**config.mk**
```make
export PLATFORM = sky130hd
export DESIGN_NAME = xcell_top
export DESIGN_NICKNAME = d
export VERILOG_FILES = /design/src/rtl/xcell_pkg.sv /design/src/rtl/xcell_gray_mux.sv /design/src/rtl/xcell_clk_ctrl.sv /design/src/rtl/xcell_store.sv /design/src/rtl/xcell_top.sv
export SDC_FILE = /design/constraint.sdc
export NUM_CORES = 1
export LEC_CHECK = 0
export ABC_AREA = 1
export BUFFER_PORTS_ARGS = -buffer_cell sky130_fd_sc_hd__buf_4
export CORE_MARGIN = 3
export CORE_UTILIZATION = 30
export CTS_CLUSTER_DIAMETER = 30
export CTS_CLUSTER_SIZE = 24
export DETAILED_ROUTE_END_ITERATION = 12
export SLEW_MARGIN = 20
export SYNTH_ARGS = -nofsm -noshare
export SYNTH_HDL_FRONTEND = slang
export SYNTH_HIERARCHICAL = 1
export SYNTH_SLANG_ARGS = --single-unit
```
**constraint.sdc**
```tcl
create_clock -name clk -period 1.05 [get_ports clk]
set_input_delay 0.0525 -clock clk [delete_from_list [all_inputs] [get_ports clk]]
set_output_delay 0.0525 -clock clk [all_outputs]
set_load 0.02 [all_outputs]
```
**src/rtl/xcell_pkg.sv**
```systemverilog
package xcell_pkg;

  typedef enum logic [1:0] {
    MODE_BYPASS  = 2'b00,
    MODE_REG     = 2'b01,
    MODE_LATCH   = 2'b10,
    MODE_BYPASS2 = 2'b11
  } store_mode_e;

  typedef struct packed {
    logic        out_inv;
    logic        en_inv;
    logic        en_sel;
    logic        clk_inv;
    logic        clk_sel;
    logic        path_in;
    store_mode_e mode;
  } cell_cfg_t;

  localparam int CFG_W = $bits(cell_cfg_t);

endpackage

```
**src/rtl/xcell_gray_mux.sv**
```systemverilog
module xcell_gray_mux #(
  parameter int DW = 1
) (
  input  logic [DW-1:0] leg [4],
  input  logic [1:0]    code,
  output logic [DW-1:0] picked
);
  localparam int IW = 2;

  logic [IW-1:0] index;

  // Gray order: 00,01,11,10 map to legs 0,1,2,3
  always_comb begin
    index  = {code[1], code[1] ^ code[0]};
    picked = leg[index];
  end
endmodule

```
**src/rtl/xcell_clk_ctrl.sv**
```systemverilog
module xcell_clk_ctrl (
  input  logic clk,
  input  logic clk_a,
  input  logic clk_b,
  input  logic en_a,
  input  logic en_b,
  input  logic clk_sel,
  input  logic clk_inv,
  input  logic en_sel,
  input  logic en_inv,
  output logic eff_clk,
  output logic eff_en,
  output logic rise
);
  logic eff_prev;

  always_comb begin
    eff_clk = (clk_sel ? clk_b : clk_a) ^ clk_inv;
    eff_en  = (en_sel ? en_b : en_a) ^ en_inv;
    rise    = eff_clk & ~eff_prev;
  end

  // tracks the effective clock even during reset so release makes no false edge
  always_ff @(posedge clk) begin
    eff_prev <= eff_clk;
  end
endmodule

```
**src/rtl/xcell_store.sv**
```systemverilog
module xcell_store #(
  parameter int DW = 1
) (
  input  logic          clk,
  input  logic          rst,
  input  logic          as_reg,
  input  logic          as_latch,
  input  logic          eff_clk,
  input  logic          fire,
  input  logic [DW-1:0] d,
  output logic [DW-1:0] q,
  output logic [DW-1:0] y
);
  logic open_latch;

  always_comb begin
    open_latch = as_latch & eff_clk;
    y          = open_latch ? d : q;
  end

  always_ff @(posedge clk) begin
    if (rst) begin
      q <= '0;
    end else if (as_reg && fire) begin
      q <= d;
    end else if (open_latch) begin
      q <= d;
    end
  end
endmodule

```
**src/rtl/xcell_top.sv**
```systemverilog
module xcell_top
  import xcell_pkg::*;
#(
  parameter int DW = 1
) (
  input  logic             clk,
  input  logic             rst,
  input  logic             cfg_load,
  input  logic [CFG_W-1:0] cfg_word,
  input  logic [DW-1:0]    din_0,
  input  logic [DW-1:0]    din_1,
  input  logic [DW-1:0]    din_2,
  input  logic [DW-1:0]    din_3,
  input  logic [1:0]       sel,
  input  logic [DW-1:0]    pad_in,
  input  logic             clk_a,
  input  logic             clk_b,
  input  logic             en_a,
  input  logic             en_b,
  output logic [DW-1:0]    pad_out,
  output logic [DW-1:0]    fb_out
);
  cell_cfg_t     cfg_q;
  logic [DW-1:0] legs [4];
  logic [DW-1:0] mux_out;
  logic          eff_clk, eff_en, eff_rise, cap_fire;
  logic          as_reg, as_latch, stored;
  logic [DW-1:0] store_d, store_q, store_out;

  always_ff @(posedge clk) begin
    if (rst) begin
      cfg_q <= '0;
    end else if (cfg_load) begin
      cfg_q <= cell_cfg_t'(cfg_word);
    end
  end

  always_comb begin
    legs[0] = din_0;
    legs[1] = din_1;
    legs[2] = din_2;
    legs[3] = din_3;
  end

  xcell_gray_mux #(.DW(DW)) u_mux (
    .leg    (legs),
    .code   (sel),
    .picked (mux_out)
  );

  xcell_clk_ctrl u_clk (
    .clk     (clk),
    .clk_a   (clk_a),
    .clk_b   (clk_b),
    .en_a    (en_a),
    .en_b    (en_b),
    .clk_sel (cfg_q.clk_sel),
    .clk_inv (cfg_q.clk_inv),
    .en_sel  (cfg_q.en_sel),
    .en_inv  (cfg_q.en_inv),
    .eff_clk (eff_clk),
    .eff_en  (eff_en),
    .rise    (eff_rise)
  );

  always_comb begin
    as_reg   = (cfg_q.mode == MODE_REG);
    as_latch = (cfg_q.mode == MODE_LATCH);
    stored   = as_reg | as_latch;
    cap_fire = eff_rise & eff_en;
    store_d  = cfg_q.path_in ? pad_in : mux_out;
  end

  xcell_store #(.DW(DW)) u_store (
    .clk      (clk),
    .rst      (rst),
    .as_reg   (as_reg),
    .as_latch (as_latch),
    .eff_clk  (eff_clk),
    .fire     (cap_fire),
    .d        (store_d),
    .q        (store_q),
    .y        (store_out)
  );

  always_comb begin
    pad_out = ((stored && !cfg_q.path_in) ? store_out : mux_out) ^ {DW{cfg_q.out_inv}};
    fb_out  = (stored && cfg_q.path_in) ? store_out : pad_in;
  end
endmodule

```
# ---- Word level (Yosys, flattened, before mapping)
# Index checks and enable logic that the tools add are counted.
# Widths: inputs -> output; s select.
dict set report totals {
  ramBits 0
  latchBits 0
  elab_cells 36
  in_bits 22
  ff_bits 10
  mem_bits_ro 0
  out_inout_bits 2
  memories 0
}
dict set report op_classes {
  mul 0
  mux 10
  div_mod_pow 0
  bitwise_logic 10
  n_reduce_logical 4
  magnitude_cmp 1
  n_addsub 0
  eq_ne 2
  shift 0
}
# cell count
set ops {}
lappend ops {{$mux 1} 9}
lappend ops {{$xor 1x1->1} 4}
lappend ops {{$and 1x1->1} 3}
lappend ops {{$ge 3x3->1 const B} 1}
lappend ops {{$logic_and 1x1->1} 3}
lappend ops {{$not 2->3} 1}
lappend ops {{$bmux 1 s2} 1}
lappend ops {{$eq 2x1->1 const B} 1}
lappend ops {{$eq 2x2->1 const B} 1}
lappend ops {{$logic_not 1->1} 1}
lappend ops {{$not 1->1} 1}
lappend ops {{$or 1x1->1} 1}

# ---- Longest topological paths before layout
dict set report depth {
  word_depth 9
  mapped_depth 12
  ltp_nobuf 12
}

# ---- Modules after synthesis
# The synthesis kept the hierarchy.
# mod area_per_inst_um2 instances cells_each
set by_module_without_submodules {}
lappend by_module_without_submodules {xcell_top 401.6 1 58}
lappend by_module_without_submodules {xcell_clk_ctrl 117.6 1 21}
lappend by_module_without_submodules {xcell_store 60.1 1 11}
lappend by_module_without_submodules {xcell_gray_mux 51.3 1 13}

# ---- Worst setup path before layout
# OpenSTA, ideal clock, no wires.
dict set report synth_path {
  kind {reg-to-output}
  startpoint {register cfg_q[3] (netlist name)}
  endpoint {output port fb_out}
  slack_ns -0.176
  arrival_time_ns 1.173
  t_required_ns 0.998
  path_buffers 0
  path_stages_with_launch 11
  path_cell_list {dfxtp_1 -> inv_1 -> nand2_1 -> nand3_2 -> nand2_2 -> inv_2 -> nand2_1 -> nand2_1 -> nand2_1 -> inv_1 -> o21ai_1}
}
dict set report synth_via {
  elab_chain_cells 5
}
# item line_no
set synth_rtl {}
lappend synth_rtl {{start, declared} xcell_top.sv:23} ;# cell_cfg_t cfg_q;
lappend synth_rtl {{start signal, assigned} xcell_top.sv:34} ;# cfg_q <= cell_cfg_t'(cfg_word);
lappend synth_rtl {{$mux 1} xcell_clk_ctrl.sv:18} ;# eff_clk = (clk_sel ? clk_b : clk_a) ^ clk_inv;
lappend synth_rtl {{$xor 1x1->1} xcell_clk_ctrl.sv:18}
lappend synth_rtl {{named net eff_clk} xcell_top.sv:26} ;# logic eff_clk, eff_en, eff_rise, cap_fire;
lappend synth_rtl {{$and 1x1->1} xcell_store.sv:17} ;# open_latch = as_latch & eff_clk;
lappend synth_rtl {{$mux 1} -}
lappend synth_rtl {{named net store_out} xcell_top.sv:28} ;# logic [DW-1:0] store_d, store_q, store_out;
lappend synth_rtl {{$mux 1} xcell_top.sv:88} ;# fb_out = (stored && cfg_q.path_in) ? store_out : pad_in;
lappend synth_rtl {{end, declared} xcell_top.sv:21} ;# output logic [DW-1:0] fb_out
# The timed path passes the listed nets, and every way through them passes these cells.

# ---- Worst setup path in the final report
dict set report layout_path {
  startpoint {register cfg_q[3] (netlist name)}
  endpoint {output port pad_out}
}
dict set report layout_via {
  elab_chain_cells 6
}
# item line_no
set layout_rtl {}
lappend layout_rtl {{$mux 1} xcell_clk_ctrl.sv:18}
lappend layout_rtl {{$xor 1x1->1} xcell_clk_ctrl.sv:18}
lappend layout_rtl {{named net eff_clk} xcell_top.sv:26}
lappend layout_rtl {{$and 1x1->1} xcell_store.sv:17}
lappend layout_rtl {{$mux 1} -}
lappend layout_rtl {{named net store_out} xcell_top.sv:28}
lappend layout_rtl {{$mux 1} xcell_top.sv:87} ;# pad_out = ((stored && !cfg_q.path_in) ? store_out : mux_out) ^ {DW{cfg_q.out_inv}};
lappend layout_rtl {{$xor 1x1->1} xcell_top.sv:87}
lappend layout_rtl {{end, declared} xcell_top.sv:20} ;# output logic [DW-1:0] pad_out,
# The timed path passes the listed nets, and every way through them passes these cells.

==> impl_results.md <==
- Half-perimeter wire length after placement: 1.12 mm
- I/O pin total: 24
- Peak supply drop: 0.784 mV
- TritonCTS clock tree: done
- Critical path class: flip-flop to output port
- Most frequent cell after synthesis: sky130_fd_sc_hd__nand2_1
- Die Span Y: 51.8 µm
- Clock-pin slew of the registers on the worst-case setup and hold paths: 0.07 ns
- Worst R2R Path Depth: 13
- Synth unique cells: 19
- Flop and latch count out of synthesis: 10
- Critical Path End Type: output port
- Initial core utilization: 0.339
- Final weighted congestion in routability-driven placement: 0.774
- Input/output buffers: 23
- Dominant synthesized flop cell: sky130_fd_sc_hd__dfxtp_1
- Area contributors post-synth: sky130_fd_sc_hd__dfxtp_1 (32%), sky130_fd_sc_hd__nand2_1 (24%), sky130_fd_sc_hd__inv_1 (10%)
- Vias in the first global route: 594
- Area Growth Syn to Fin: 54.2%
- Post-layout worst setup margin: -0.468 ns
- Site row count: 15
- Worst slew slack as a fraction of its limit: 0.799
- Cells after Synth: 103
- Vias per Instance: 4.34
- Count of final hold-check violations: 0
- Startpoint types: flip-flop
- First-pass detailed-route iteration total: 4
- Termination of the worst setup path: pad_out
- Syn avg cell area: 6.12 µm²
- List of most frequent post-synthesis cells: sky130_fd_sc_hd__nand2_1 (40), sky130_fd_sc_hd__inv_1 (17), sky130_fd_sc_hd__dfxtp_1 (10)
- Total wire length after detailed routing: 1.47 mm
- CTS Root Cell: sky130_fd_sc_hd__clkbuf_4
- Yosys top cell area share: 0.317
- Post-route ant nets: 0
- Number of buffers added by the clock tree synthesis step: 3
- Net count reported at finish: 160
- Arr. time, crit path: 1.47 ns
- Count of H-tree levels built during CTS: 1
- Maximum achievable frequency: 659 MHz
- EDFF count, synth: 0
- Total routing resource utilization after global routing: 0.123
- Worst Setup SP: cfg_q[3]
- Number of sinks on the clock net: 10
- Final critical-path share of the clock period: 1.45
- Core Area: 1860 µm²
- Overall overflow remaining after global route: 0
- Most area-hungry cell type in the Yosys netlist: sky130_fd_sc_hd__dfxtp_1
- Startpoint of the worst register-to-register path: cfg_q[3]
- Layout cell share with drive strength beyond 1: 0.437
- Power per Cell Area: 1110 nW/µm²
- Wire per inst: 9.19 µm
- Tmin final: 1.52 ns
- Maximum buffer depth of the clock tree: 2
- Fin Setup TNS: -1.21 ns
- Worst reg2reg endpoint: u_store/q
- Clock Skew: 0.000742 ns
- Global-route wire length before repair: 2.40 mm
- Hold-fix buffers, CTS: 0
- Slack of the worst reg-to-reg path: -0.33 ns
- Total nets after synthesis: 127
- Standby leakage power: 0.497 nW
- Die area: 2690 µm²
- Failing checks: negative setup slack
- Outcome: finished with violations
- Slew @ Worst Pin: 0.298 ns
- Share of synthesized registers carrying an async set or reset: 0
- Type of the worst min-delay path: primary input to flip-flop
- RSZ-0062 raised after global routing: yes
- Final antenna diode count: 0
- Starting DRT DRC Count: 5
- CP max FO: 4
- Skew-Pair Late Insertion Delay: 0.27 ns
- Vias after detailed routing: 695
- # setup viols final: 3
- Maximum number of pins on one net before global-route repair: 10
- Max-capacitance violation count: 0
- Area after DPL: 850 µm²
- Total power: 1.08 mW
- Total of fill cells in the finished design: 201
- Number of antenna violations at the first check in global routing: 0
- Data required time of the critical path: 1.00 ns
- Final standard cell area without fillers: 972 µm²
- Proportion of synthesized chip area in sequential cells: 0.317
- Remaining routing DRC violations: 0
- Total standard cell area after synthesis: 631 µm²
- Die span in x: 51.8 µm
- Yosys warns: 6
- Max Transition Viols Final: 0
[layer usage]
metal | routed length [µm] | global-route usage
met4 | 28 | 0.0524
met5 | 0 | 0
met2 | 708 | 0.203
met1 | 662 | 0.136
met3 | 71 | 0.0516
[critical path, cell delays in order, from the launching register on]
cell	delay (ns)
sky130_fd_sc_hd__dfxtp_2	0.36
sky130_fd_sc_hd__inv_2	0.05
sky130_fd_sc_hd__nand2_2	0.05
sky130_fd_sc_hd__nand3_2	0.06
sky130_fd_sc_hd__nand2_2	0.08
sky130_fd_sc_hd__inv_2	0.05
sky130_fd_sc_hd__nand2_2	0.06
sky130_fd_sc_hd__nand2_2	0.06
sky130_fd_sc_hd__nand2_2	0.07
sky130_fd_sc_hd__inv_2	0.05
sky130_fd_sc_hd__nand2_2	0.05
sky130_fd_sc_hd__nand3_2	0.07
sky130_fd_sc_hd__nand2_2	0.07
sky130_fd_sc_hd__buf_6	0.11
[where the power goes]
part	internal (mW)	total, mW	switching [mW]
clock	0.211	0.354	0.143
combinational	0.161	0.302	0.141
sequential	0.403	0.422	0.0194
[cell usage in the layout, fill, tap and decap left out]
| cell type | n |
|---|---|
| sky130_fd_sc_hd__a21oi_1 | 7 |
| sky130_fd_sc_hd__a21oi_2 | 1 |
| sky130_fd_sc_hd__buf_4 | 27 |
| sky130_fd_sc_hd__buf_6 | 3 |
| sky130_fd_sc_hd__clkbuf_4 | 3 |
| sky130_fd_sc_hd__clkbuf_8 | 1 |
| sky130_fd_sc_hd__clkinv_1 | 1 |
| sky130_fd_sc_hd__dfxtp_1 | 9 |
| sky130_fd_sc_hd__dfxtp_2 | 1 |
| sky130_fd_sc_hd__ha_1 | 1 |
| sky130_fd_sc_hd__ha_4 | 1 |
| sky130_fd_sc_hd__inv_1 | 15 |
| sky130_fd_sc_hd__inv_2 | 5 |
| sky130_fd_sc_hd__inv_6 | 1 |
| sky130_fd_sc_hd__nand2_1 | 32 |
| sky130_fd_sc_hd__nand2_2 | 9 |
| sky130_fd_sc_hd__nand3_1 | 4 |
| sky130_fd_sc_hd__nand3_2 | 4 |
| sky130_fd_sc_hd__nor2_1 | 2 |
| sky130_fd_sc_hd__nor2_2 | 1 |
| sky130_fd_sc_hd__nor2_4 | 1 |
| sky130_fd_sc_hd__o211ai_1 | 1 |
| sky130_fd_sc_hd__o21ai_0 | 4 |
| sky130_fd_sc_hd__o21ai_2 | 1 |
[cell type report]
class,instances,area [µm²],share of cell area
tap,25,31.3,0.0322
multi-input combinational,69,379,0.390
clock buffer,4,36.3,0.0373
inverter,22,87.6,0.0901
sequential,10,201,0.207
timing repair buffer,30,236,0.243
[per-stage QoR]
| step | util | instances | worst slack (ns) | hold slack (ns) |
|---|---|---|---|---|
| 2_1_floorplan | - | 103 | -0.0629 | 0.192 |
| 3_3_place_gp | 0.457 | 152 | -0.207 | 0.297 |
| 3_5_place_dp | 0.457 | 152 | -0.246 | 0.298 |
| 4_1_cts | 0.505 | 159 | -0.486 | 0.0121 |
| 5_1_grt | 0.523 | 160 | -0.585 | 0.00405 |
| 6_report | 0.523 | 160 | -0.468 | 0.0121 |
[state kept, by name, indices dropped and copies added (netlist names)]
name            count
cfg_q               8
u_clk/eff_prev      1
u_store/q           1
[how the worst min path moves through the flow]
stage,startpoint,end,slack [ns],cells past startpoint
6_report,rst,cfg_q[2],0.01,2
5_1_grt,rst,cfg_q[2],0.004,2
3_5_place_dp,rst,cfg_q[2],0.30,2
2_1_floorplan,cfg_word[3],cfg_q[3],0.19,2
3_3_place_gp,rst,cfg_q[2],0.30,2
4_1_cts,rst,cfg_q[2],0.01,2
[kinds of logic (layout without fill, tap and decap cells)]
kind of cell             after synthesis  after routing  synth area share
AND/OR/NAND/NOR                       53             53             0.359
buffers and inverters                 24             56             0.163
AO/OA/AOI/OAI                         14             14             0.121
flip-flops                            10             10             0.317
adder cells (fa/ha/maj)                2              2            0.0397
[what timing repair did]
| item | 4_1_cts | 5_1_grt |
|---|---|---|
| endpoints found under the hold margin | 0 | 0 |
| gates resized for setup | 7 | 7 |
| buffers inserted | 3 | 1 |
| pin swaps | 5 | 7 |
| setup endpoints to repair | 3 | 3 |
Note: power is estimated with default switching activity, not from simulation.
